[config.mk]
export PLATFORM = sky130hd
export DESIGN_NAME = gpio_mask_port
export DESIGN_NICKNAME = d
export VERILOG_FILES = /design/src/rtl/gpio_mask_pkg.sv /design/src/rtl/gpio_sync.sv /design/src/rtl/gpio_addr_dec.sv /design/src/rtl/gpio_port_regs.sv /design/src/rtl/gpio_mask_port.sv
export SDC_FILE = /design/constraint.sdc
export NUM_CORES = 1
export LEC_CHECK = 0
export BUFFER_PORTS_ARGS = -buffer_cell sky130_fd_sc_hd__buf_2
export CAP_MARGIN = 25
export CORE_MARGIN = 4
export CORE_UTILIZATION = 43
export CTS_CLUSTER_SIZE = 25
export DETAILED_ROUTE_END_ITERATION = 8
export GPL_ROUTABILITY_DRIVEN = 0
export HOLD_SLACK_MARGIN = 0.03
export PLACE_DENSITY = 0.8
export SLEW_MARGIN = 15
export SYNTH_ARGS = -nofsm -noshare
export SYNTH_HDL_FRONTEND = slang
export SYNTH_SLANG_ARGS = --single-unit
export TNS_END_PERCENT = 100
[constraint.sdc]
create_clock -name clk_i -period 2.94 [get_ports clk_i]
set_clock_uncertainty 0.05 [all_clocks]
set_input_delay 0.294 -clock clk_i [delete_from_list [all_inputs] [get_ports clk_i]]
set_output_delay 0.294 -clock clk_i [all_outputs]
set_load 0.05 [all_outputs]
[src/rtl/gpio_mask_pkg.sv]
package gpio_mask_pkg;

  // kind of register a bus address selects
  typedef enum logic [1:0] {
    ACC_NONE = 2'd0,
    ACC_DATA = 2'd1,
    ACC_DIR  = 2'd2
  } acc_e;

endpackage

[src/rtl/gpio_sync.sv]
module gpio_sync #(
  parameter int unsigned WIDTH  = 8,
  parameter int unsigned STAGES = 2
) (
  input  logic             clk_i,
  input  logic             rst_ni,
  input  logic [WIDTH-1:0] async_i,
  output logic [WIDTH-1:0] sync_o
);

  logic [WIDTH-1:0] stage_q [STAGES];

  for (genvar s = 0; s < STAGES; s++) begin : g_stage
    if (s == 0) begin : g_first
      always_ff @(posedge clk_i or negedge rst_ni) begin
        if (!rst_ni) stage_q[s] <= '0;
        else         stage_q[s] <= async_i;
      end
    end else begin : g_next
      always_ff @(posedge clk_i or negedge rst_ni) begin
        if (!rst_ni) stage_q[s] <= '0;
        else         stage_q[s] <= stage_q[s-1];
      end
    end
  end

  assign sync_o = stage_q[STAGES-1];

endmodule

[src/rtl/gpio_addr_dec.sv]
module gpio_addr_dec
  import gpio_mask_pkg::*;
#(
  parameter int unsigned            NUM_PINS   = 8,
  parameter int unsigned            ADDR_W     = 12,
  parameter logic [ADDR_W-1:0]      DIR_OFFSET = 12'h400
) (
  input  logic [ADDR_W-1:0]   addr_i,
  output acc_e                acc_o,
  output logic [NUM_PINS-1:0] mask_o
);

  localparam int unsigned MASK_LO = 2;
  localparam int unsigned MASK_HI = NUM_PINS + MASK_LO;

  logic unused_lsb;
  assign unused_lsb = ^addr_i[MASK_LO-1:0];

  // mask field lives in the word-address bits
  assign mask_o = addr_i[MASK_HI-1:MASK_LO];

  always_comb begin
    acc_o = ACC_NONE;
    if (addr_i[ADDR_W-1:MASK_HI] == '0) begin
      acc_o = ACC_DATA;
    end else if (addr_i[ADDR_W-1:MASK_LO] == DIR_OFFSET[ADDR_W-1:MASK_LO]) begin
      acc_o = ACC_DIR;
    end
  end

endmodule

[src/rtl/gpio_port_regs.sv]
module gpio_port_regs
  import gpio_mask_pkg::*;
#(
  parameter int unsigned NUM_PINS = 8
) (
  input  logic                clk_i,
  input  logic                rst_ni,
  input  logic                we_i,
  input  acc_e                acc_i,
  input  logic [NUM_PINS-1:0] mask_i,
  input  logic [NUM_PINS-1:0] wdata_i,
  output logic [NUM_PINS-1:0] dir_o,
  output logic [NUM_PINS-1:0] out_o
);

  logic dir_wr, data_wr;
  assign dir_wr  = we_i && (acc_i == ACC_DIR);
  assign data_wr = we_i && (acc_i == ACC_DATA);

  for (genvar i = 0; i < NUM_PINS; i++) begin : g_pin
    always_ff @(posedge clk_i or negedge rst_ni) begin
      if (!rst_ni) begin
        dir_o[i] <= 1'b0;
        out_o[i] <= 1'b0;
      end else begin
        if (dir_wr)                dir_o[i] <= wdata_i[i];
        if (data_wr && mask_i[i])  out_o[i] <= wdata_i[i];
      end
    end
  end

endmodule

[src/rtl/gpio_mask_port.sv]
module gpio_mask_port
  import gpio_mask_pkg::*;
#(
  parameter int unsigned       NUM_PINS    = 8,
  parameter int unsigned       ADDR_W      = 12,
  parameter int unsigned       DATA_W      = 32,
  parameter int unsigned       SYNC_STAGES = 2,
  parameter logic [ADDR_W-1:0] DIR_OFFSET  = 12'h400
) (
  input  logic                clk_i,
  input  logic                rst_ni,
  input  logic [ADDR_W-1:0]   addr_i,
  input  logic [DATA_W-1:0]   wdata_i,
  input  logic                we_i,
  input  logic                re_i,
  output logic [DATA_W-1:0]   rdata_o,
  input  logic [NUM_PINS-1:0] pin_i,
  output logic [NUM_PINS-1:0] pin_oe_o,
  output logic [NUM_PINS-1:0] pin_out_o
);

  localparam int unsigned PAD_W = DATA_W - NUM_PINS;

  acc_e                acc;
  logic [NUM_PINS-1:0] mask;
  logic [NUM_PINS-1:0] pin_sync;
  logic [NUM_PINS-1:0] dir_q, out_q;
  logic [NUM_PINS-1:0] pin_view, rd_pins;
  logic [DATA_W-1:0]   rdata_q;

  logic unused_wdata;
  assign unused_wdata = ^wdata_i[DATA_W-1:NUM_PINS];

  gpio_addr_dec #(
    .NUM_PINS   (NUM_PINS),
    .ADDR_W     (ADDR_W),
    .DIR_OFFSET (DIR_OFFSET)
  ) u_dec (
    .addr_i (addr_i),
    .acc_o  (acc),
    .mask_o (mask)
  );

  gpio_sync #(
    .WIDTH  (NUM_PINS),
    .STAGES (SYNC_STAGES)
  ) u_sync (
    .clk_i   (clk_i),
    .rst_ni  (rst_ni),
    .async_i (pin_i),
    .sync_o  (pin_sync)
  );

  gpio_port_regs #(
    .NUM_PINS (NUM_PINS)
  ) u_regs (
    .clk_i   (clk_i),
    .rst_ni  (rst_ni),
    .we_i    (we_i),
    .acc_i   (acc),
    .mask_i  (mask),
    .wdata_i (wdata_i[NUM_PINS-1:0]),
    .dir_o   (dir_q),
    .out_o   (out_q)
  );

  // outputs report what they drive, inputs what was sampled
  assign pin_view = (dir_q & out_q) | (~dir_q & pin_sync);

  always_comb begin
    unique case (acc)
      ACC_DATA: rd_pins = pin_view & mask;
      ACC_DIR:  rd_pins = dir_q;
      default:  rd_pins = '0;
    endcase
  end

  always_ff @(posedge clk_i or negedge rst_ni) begin
    if (!rst_ni)   rdata_q <= '0;
    else if (re_i) rdata_q <= {{PAD_W{1'b0}}, rd_pins};
    else           rdata_q <= '0;
  end

  assign rdata_o   = rdata_q;
  assign pin_oe_o  = dir_q;
  assign pin_out_o = out_q;

endmodule

Word-level counts from Yosys, hierarchy flattened

Cells that the tools add are included.

Register bits after elaboration: 64
Input bits: 56
Output and inout port bits: 48

Equality and inequality tests: 3
Multiplexer cells: 4
Bitwise gates (word level): 5
Reduce and logical (&&, ||, !) cells: 11

Operator list:

| cell                | number |
|---|---|
| $and 8x8->8         | 3 |
| $pmux 8 s2          | 1 |
| $eq 10x9->1 const B | 1 |
| $logic_and 1x1->1   | 10 |
| $mux 8              | 1 |
| $not 8->8           | 1 |
| $or 8x8->8          | 1 |
| $mux 2              | 2 |
| $eq 2x1->1 const B  | 1 |
| $eq 2x2->1 const B  | 1 |
| $logic_not 2->1     | 1 |

Depth between registers and ports, before layout

Gate-level depths: netlist of the first run.

Depth after elaboration: 6
Depth in mapped cells: 4
Depth with buffers taken out: 3

Cells and area by module

Synthesis of the first run repeated with hierarchy kept, for this count alone.

Cells, all modules: 146
Area total of the unflattened synthesis: 1870.5 sq um

Modules (own cells, without submodules):

| module         | times used | cells an instance | area each (sq um) | sequential area each (sq um) |
|---|---|---|---|---|
| gpio_port_regs | 1          | 43                | 686.9             | 400.4 |
| gpio_mask_port | 1          | 67                | 629.4             | 200.2 |
| gpio_sync      | 1          | 24                | 460.4             | 400.4 |
| gpio_addr_dec  | 1          | 12                | 93.8              | 0.0 |

Least setup slack after synthesis of the first run

OpenSTA, ideal clock, no wires.

Path kind: input to register
Start point: input port addr_i[4]
End point: register u_regs.dir_o[0]
Library setup time: 0.125 ns
Data arrival time: 1.275 ns
Setup slack: 1.490 ns
Stages: 3
Cells stage by stage: nor4_4 > nand4_4 > mux2_2

Longest elaborated chain between the ends: 5

Ends and longest elaborated chain:

| element                       | RTL line             | RTL |
|---|---|---|
| start, declared               | gpio_mask_port.sv:12 | `input logic [ADDR_W-1:0] addr_i,` |
| $eq 10x9->1                   | gpio_addr_dec.sv:26  | `end else if (addr_i[ADDR_W-1:MASK_LO] == DIR_OFFSET[ADDR_W-1:MASK_LO]) begin` |
| $mux 2                        | gpio_addr_dec.sv:26  |  |
| $mux 2                        | gpio_addr_dec.sv:24  | `if (addr_i[ADDR_W-1:MASK_HI] == '0) begin` |
| $eq 2x2->1                    | gpio_port_regs.sv:17 | `assign dir_wr = we_i && (acc_i == ACC_DIR);` |
| $logic_and 1x1->1             | gpio_port_regs.sv:17 |  |
| end signal, assigned by index | gpio_port_regs.sv:26 | `if (dir_wr) dir_o[i] <= wdata_i[i];` |
| end, declared                 | gpio_port_regs.sv:12 | `output logic [NUM_PINS-1:0] dir_o,` |

Every way passes these cells.
A chain may end at the register's enable or synchronous reset.

Worst setup path after layout of the first run

Start point: input port addr_i[11]
End point: register u_regs.dir_o[4]

Longest elaborated chain between the ends: 5

Ends and longest elaborated chain:

| element               | RTL line |
|---|---|
| $eq 10x9->1           | gpio_addr_dec.sv:26 |
| $mux 2                | gpio_addr_dec.sv:26 |
| $mux 2 (*)            | gpio_addr_dec.sv:24 |
| $eq 2x2->1 (*)        | gpio_port_regs.sv:17 |
| $logic_and 1x1->1 (*) | gpio_port_regs.sv:17 |

Mark *: on every way between the ends. The rest lies on a longest branch, timed or not.

==> results of run 1 <==
==> critical path, cell delays in order <==
cell	delay (ps)
sky130_fd_sc_hd__buf_2	120
sky130_fd_sc_hd__nor4b_4	610
sky130_fd_sc_hd__nand4_4	290
sky130_fd_sc_hd__mux2_2	350
==> state kept, by name, summed over array words and instances, names as in the netlist <==
register	flops
u_sync.stage_q	8
u_regs.dir_o	8
u_regs.out_o	8
u_sync.sync_o	8
rdata_o	8
==> per-layer routing <==
layer / part of all wire / wire length [um] / GRT usage / up-vias
met5: 0 / 0 / 0 / -
met4: 0.011 / 39 / 0.04384 / 0
met3: 0.12 / 404 / 0.06311 / 7
met2: 0.49 / 1661 / 0.2235 / 64
li1: - / - / - / 528
met1: 0.38 / 1307 / 0.1593 / 549
==> cell families after synthesis <==
kind of cell | after synthesis | synth area share
other | 1 | 0.002166
AOI/OAI and AO/OA | 8 | 0.03468
buffers and inverters | 26 | 0.1098
and+or+nand+nor | 29 | 0.1192
DFF | 40 | 0.5780
muxes | 24 | 0.1561
==> cells in the final DEF (no fill, tap or decap) <==
cell                       instances
sky130_fd_sc_hd__dfrtp_1          40
sky130_fd_sc_hd__clkinv_2          1
sky130_fd_sc_hd__nor2_1            1
sky130_fd_sc_hd__buf_4             2
sky130_fd_sc_hd__nand4_4           1
sky130_fd_sc_hd__a21boi_0          8
sky130_fd_sc_hd__nor4_4            1
sky130_fd_sc_hd__conb_1           24
sky130_fd_sc_hd__clkbuf_8          5
sky130_fd_sc_hd__buf_2            53
sky130_fd_sc_hd__clkbuf_1          1
sky130_fd_sc_hd__nand4_1           8
sky130_fd_sc_hd__nand3_1          16
sky130_fd_sc_hd__mux2_2           24
sky130_fd_sc_hd__nor2_2            1
sky130_fd_sc_hd__nor4b_4           1
==> how the worst max path moves through the flow <==
stage / startpoint / end / slack, ps / cells after the start
after global routing: addr_i[11] / u_regs.dir_o[2] / 1350 / 4
after detailed placement: addr_i[11] / u_regs.dir_o[1] / 1110 / 4
after floorplan: addr_i[4] / u_regs.dir_o[0] / 1490 / 3
after CTS: addr_i[8] / u_regs.dir_o[4] / 1410 / 4
after global placement: addr_i[8] / u_regs.dir_o[3] / 1120 / 4
final: addr_i[11] / u_regs.dir_o[4] / 1390 / 4
==> metrics by stage <==
step / hold slack [ps] / util / area, um2 / power (W) / setup slack (ps)
6_report: 56.25 / 0.5425 / 2046 / 0.001232 / 1394
5_1_grt: 42.71 / 0.5425 / 2046 / 0.001286 / 1352
4_1_cts: 49.80 / 0.5425 / 2046 / 0.001240 / 1407
3_5_place_dp: 284.7 / 0.5219 / 1968 / 0.0009102 / 1109
3_3_place_gp: 281.5 / 0.5219 / 1968 / 0.0009053 / 1120
2_1_floorplan: -51.59 / - / 1818 / 0.0008531 / 1490
==> cell type report <==
type,instances,area (um2),share of cell area
multi-input cells,85,626.9,0.3064
clock buffers,6,72.57,0.03547
well taps,48,60.06,0.02936
repair buffers,55,280.3,0.1370
flip-flops and latches,40,1001,0.4893
clock inverters,1,5.005,0.002446
==> where the power goes <==
| group | switching, W | internal (W) |
|---|---|---|
| Sequential | 0.0000221 | 0.000589 |
| Combinational | 0.000223 | 0.0000644 |
| Clock | 0.000173 | 0.000161 |
==> run_results.csv, run 1 <==
group,metric,value,unit
clock_network,number_of_buffers_inserted_by_hold_repair_at_cts,0,
logic_synthesis,netlist_area,0.001732,mm2
sta,max_clock_freq,646.7,MHz
worst_setup_path,worstSetupEndpointType,"register",
sta,post-route-period-util,0.5260,
grt,grt_pass1_vias,1109,
logic_synthesis,synth-async-reset-ratio,1.000,
worst_setup_path,data_required_time_of_the_worst_path,3070,ps
logic_synthesis,synthTopCellsByCount,"sky130_fd_sc_hd__dfrtp_1 (40), sky130_fd_sc_hd__buf_4 (24), sky130_fd_sc_hd__mux2_2 (24)",
sta,timing.final.crit_period,1546,ps
logic_synthesis,most_instantiated_library_cell_after_synthesis,"sky130_fd_sc_hd__dfrtp_1",
grt,grt_start_max_net_pins,41,
job,max_cap_violations,0,
floorplanning,floorplan.initialDensity,0.4592,
worst_setup_path,critical_path_arrival,1670,ps
clock_network,cts-resized-gates,0,
worst_setup_path,rr_startpoint,"u_regs.dir_o[0]",
sta,finalSetupViolations,0,
clock_network,num_cts_buffers,5,
worst_setup_path,r2r_cells,3,
sta,worst-slew-pin-transition,850.8,ps
logic_synthesis,synth-warning-count,0,
floorplanning,die_w,71.46,um
routing,route.vias.total,1148,
worst_setup_path,timing_worst_setup_path_type,"input pin to register",
final_layout,area_growth_from_synthesis_to_layout,18.14,%
sta,slew_violations,0,
floorplanning,die_height,71.46,um
final_layout,stdcell_count,235,
clock_network,htree_num_levels,2,
routing,detail_route.drc_violations,0,
grt,first_pass_grt_wire_length,5.257,mm
logic_synthesis,synthCells,128,
logic_synthesis,synthDominantCellAreaShare,0.5780,
grt,grt_overflow_total,0,
logic_synthesis,synth_area_leaders,"sky130_fd_sc_hd__dfrtp_1 (58%), sky130_fd_sc_hd__mux2_2 (16%), sky130_fd_sc_hd__buf_4 (10%), sky130_fd_sc_hd__nand3_1 (4.6%), sky130_fd_sc_hd__a21boi_0 (3.5%)",
routing,route.detailed.wl_per_inst,14.52,um
final_layout,fillers,320,
routing,dr.first_iter.drc_count,41,
sta,timing.setup.tns,0,ps
final_layout,fraction_of_layout_cells_with_a_size_suffix_above_1,0.4759,
power,vdd_drop_max,0.4825,mV
routing,routed_wl,3.412,mm
clock_network,total_setup_buffers_inserted_after_cts,0,
clock_network,clock_tree.root_cell,"sky130_fd_sc_hd__clkbuf_8",
run_status,status,"finished, final reports clean",
sta,slew_headroom,0.4328,
placed_design,dpl.hpwl,2.497,mm
grt,antenna_violations_before_repair,0,
routing,ant_nets,0,
routing,post_drt_via_cell_ratio,4.885,
logic_synthesis,synth.distinct_cells,13,
clock_network,cts_sinks,40,
sta,timing_hold_violations_final,0,
logic_synthesis,seq_total_area_yosys,0.5780,
sta,setup_repair_after_global_routing_missed_its_margin,"false",
floorplanning,rows,22,
floorplanning,top_level_ports,104,
placed_design,place_inst,228,
logic_synthesis,postSynthAreaPerCell,13.53,um2
worst_setup_path,start_kind,"input pin",
logic_synthesis,synth_top_area_cell,"sky130_fd_sc_hd__dfrtp_1",
hold_path,worst_hold_path_type,"input pin to async pin",
clock_network,tritoncts,"done",
final_layout,num_antenna_cells,0,
placed_design,io_buffer_count,53,
logic_synthesis,ys_ff_latch,40,
floorplanning,core-area,0.003771,mm2
logic_synthesis,yosys_most_used_dff,"sky130_fd_sc_hd__dfrtp_1",
worst_setup_path,reg2reg_slack,1870,ps
power,leakagePower,1.031,nW
worst_setup_path,timing.rr.end,"rdata_o[0]",
worst_setup_path,critical_path_peak_fanout,9,
power,power_density,602.2,mW/mm2
grt,globalRouteTotalUtil,0.1366,
final_layout,layout.nets,243,
clock_network,clkLatencyLatePin,290,ps
clock_network,cts.clk_slew.worst_paths,70,ps
clock_network,clockBufferDepth,2,
floorplanning,fp.dieArea,0.005107,mm2
logic_synthesis,synth_edf_count,0,
routing,drt_first_pass_iters,4,
No activity file was read; power rests on OpenSTA's default activity.
==> run 2: changes to the inputs <==
Settings changed: ABC_AREA set to 1, PLACE_DENSITY 0.8 to 0.79.
Clock period 2.94 ns to 1.5 ns, I/O delays scaled along.
==> run 2 against run 1 <==
  * Critical path depth shrank 3
  * Sequential cell count is the same
  * Sequential power grew 95%
  * Critical endpoint is now pin_oe_o[6]
  * Largest cell class unchanged
==> run_results.csv, run 2 <==
group,metric,value,unit
final_layout,layout.nets,316,
logic_synthesis,synth-async-reset-ratio,1.000,
routing,drt_first_pass_iters,4,
routing,dr.first_iter.drc_count,64,
logic_synthesis,seq_total_area_yosys,0.5590,
worst_setup_path,worstSetupEndpointType,"primary output",
logic_synthesis,synth.distinct_cells,16,
job,max_cap_violations,0,
logic_synthesis,netlist_area,0.001790,mm2
worst_setup_path,start_kind,"register",
sta,timing_hold_violations_final,0,
worst_setup_path,reg2reg_slack,520,ps
sta,post-route-period-util,0.7956,
worst_setup_path,timing.rr.end,"rdata_o[3]",
routing,route.detailed.wl_per_inst,12.44,um
floorplanning,core-area,0.004000,mm2
floorplanning,rows,23,
clock_network,cts-resized-gates,0,
final_layout,mostFrequentLayoutCells,"sky130_fd_sc_hd__buf_2 (53), sky130_fd_sc_hd__nand2_1 (49), sky130_fd_sc_hd__dfrtp_1 (40)",
clock_network,clock_tree.root_cell,"sky130_fd_sc_hd__clkbuf_8",
logic_synthesis,synth_top_area_cell,"sky130_fd_sc_hd__dfrtp_1",
placed_design,io_buffer_count,53,
routing,ant_nets,0,
final_layout,final_core_utilization,0.5546,
sta,slew_violations,0,
logic_synthesis,synthTopCellsByCount,"sky130_fd_sc_hd__nand2_1 (49), sky130_fd_sc_hd__dfrtp_1 (40), sky130_fd_sc_hd__buf_4 (25)",
routing,post_drt_via_cell_ratio,4.542,
worst_setup_path,critical_path_peak_fanout,5,
floorplanning,floorplan.initialDensity,0.4476,
logic_synthesis,most_instantiated_library_cell_after_synthesis,"sky130_fd_sc_hd__nand2_1",
floorplanning,die_w,72.53,um
final_layout,fraction_of_layout_cells_with_a_size_suffix_above_1,0.2868,
logic_synthesis,synth_area_leaders,"sky130_fd_sc_hd__dfrtp_1 (56%), sky130_fd_sc_hd__buf_4 (10%), sky130_fd_sc_hd__nand2_1 (10%), sky130_fd_sc_hd__nand3_1 (6.1%), sky130_fd_sc_hd__nand4_1 (2.8%)",
routing,detail_route.drc_violations,0,
grt,globalRouteTotalUtil,0.1520,
placed_design,place_inst,294,
clock_network,cts_sinks,40,
worst_setup_path,critical_path_arrival,990,ps
clock_network,cts.clk_slew.worst_paths,70,ps
sta,max_clock_freq,837.9,MHz
placed_design,dpl.hpwl,2.881,mm
worst_setup_path,rr_startpoint,"u_regs.dir_o[3]",
clock_network,clkLatencyLatePin,290,ps
worst_setup_path,cp_top_family,"flip-flops",
logic_synthesis,synth_edf_count,0,
logic_synthesis,synthCells,187,
logic_synthesis,postSynthAreaPerCell,9.575,um2
clock_network,tritoncts,"done",
logic_synthesis,yosys_most_used_dff,"sky130_fd_sc_hd__dfrtp_1",
final_layout,area_growth_from_synthesis_to_layout,23.90,%
sta,setup_repair_after_global_routing_missed_its_margin,"false",
clock_network,num_cts_buffers,5,
worst_setup_path,timing_worst_setup_path_type,"register to primary output",
hold_path,timing.hold.worst.start,"wdata_i[1]",
placed_design,placement.setup.worst_slack,329.0,ps
grt,antenna_violations_before_repair,0,
worst_setup_path,timing.critical_path.slowest_stage_cell,"sky130_fd_sc_hd__dfrtp_1",
routing,route.vias.total,1399,
final_layout,num_antenna_cells,0,
power,power.total,0.002359,W
sta,finalSetupViolations,0,
hold_path,hold_path_stages,3,
clock_network,clockBufferDepth,2,
grt,grt_pass1_vias,1277,
clock_network,htree_num_levels,2,
worst_setup_path,data_required_time_of_the_worst_path,1300,ps
logic_synthesis,synth-warning-count,0,
power,power_density,1064,mW/mm2
logic_synthesis,synthDominantCellAreaShare,0.5590,
run_status,status,"finished, final reports clean",
hold_path,timing.hold.worst_endpoint,"u_regs.out_o[1]",
floorplanning,fp.dieArea,0.005261,mm2
sta,timing.setup.tns,0,ps
routing,routed_wl,3.831,mm
hold_path,worst_hold_path_type,"input pin to register",
floorplanning,top_level_ports,104,
grt,grt_overflow_total,0,
power,leakagePower,1.200,nW
logic_synthesis,ys_ff_latch,40,
worst_setup_path,cp_cell_sequence,"buf_2",
final_layout,stdcell_count,308,
grt,grt_start_max_net_pins,22,
clock_network,total_setup_buffers_inserted_after_cts,0,
worst_setup_path,worst_path_largest_cell_delay,410,ps
floorplanning,die_height,72.53,um
final_layout,most_common_library_cell_in_the_layout_ignoring_fill_and_taps,"sky130_fd_sc_hd__buf_2",
worst_setup_path,cp.buffers_inverters,1,
power,vdd_drop_max,0.7049,mV
grt,first_pass_grt_wire_length,6.037,mm
sta,timing.final.ws_setup,306.6,ps
worst_setup_path,r2r_cells,3,
sta,timing.final.crit_period,1193,ps
==> run 2: report_power, final <==
group          internal (W)  switching [W]  total (W)
Clock              0.000299       0.000325   0.000624
Sequential          0.00115      0.0000406    0.00119
Combinational      0.000120       0.000428   0.000547
==> run 2: per-stage QoR <==
step                      hold slack, ps  area, um2
after global routing               73.09       2218
after detailed placement           84.72       2059
after floorplan                   -195.6       1877
after global placement             74.88       2059
after CTS                          51.39       2218
final                              60.88       2218
==> run 2: how the worst max path moves through the flow <==
stage	start	end	slack, ps	depth (start not counted)
finish	u_regs.dir_o[6]	pin_oe_o[6]	310	1
CTS	u_regs.dir_o[6]	pin_oe_o[6]	290	1
floorplan	u_regs.dir_o[5]	rdata_o[5]	340	4
detailed placement	addr_i[6]	u_regs.dir_o[3]	330	7
global placement	addr_i[6]	u_regs.dir_o[3]	340	7
global route	u_regs.dir_o[6]	pin_oe_o[6]	250	1
==> run 2: final cells by class <==
type,count,area [um2]
fill,373,1782
sequential,40,1001
multi-input combinational,131,605.6
timing repair buffer,72,442.9
clock buffer,5,68.82
tap,50,62.56
inverter,10,37.54
==> run 2: what timing repair did <==
action                                  in CTS  in global routing
hold buffers                                 9                  0
hold endpoints to repair                    27                  0
endpoints found under the setup margin       0                  0
==> run 2: cell families after synthesis <==
logic type	synth area share
AOI/OAI and AO/OA	0.04473
DFF	0.5590
other	0.002094
and+or+nand+nor	0.2432
buffers and inverters	0.1509
==> run 2: per-layer routing <==
layer  global-route usage  up-vias  wire (um)
li1                     -      704          -
met1               0.1937      641       1574
met2               0.2455       50       1884
met3              0.05263        4        332
met4              0.04303        0         39
met5                    0        -          0
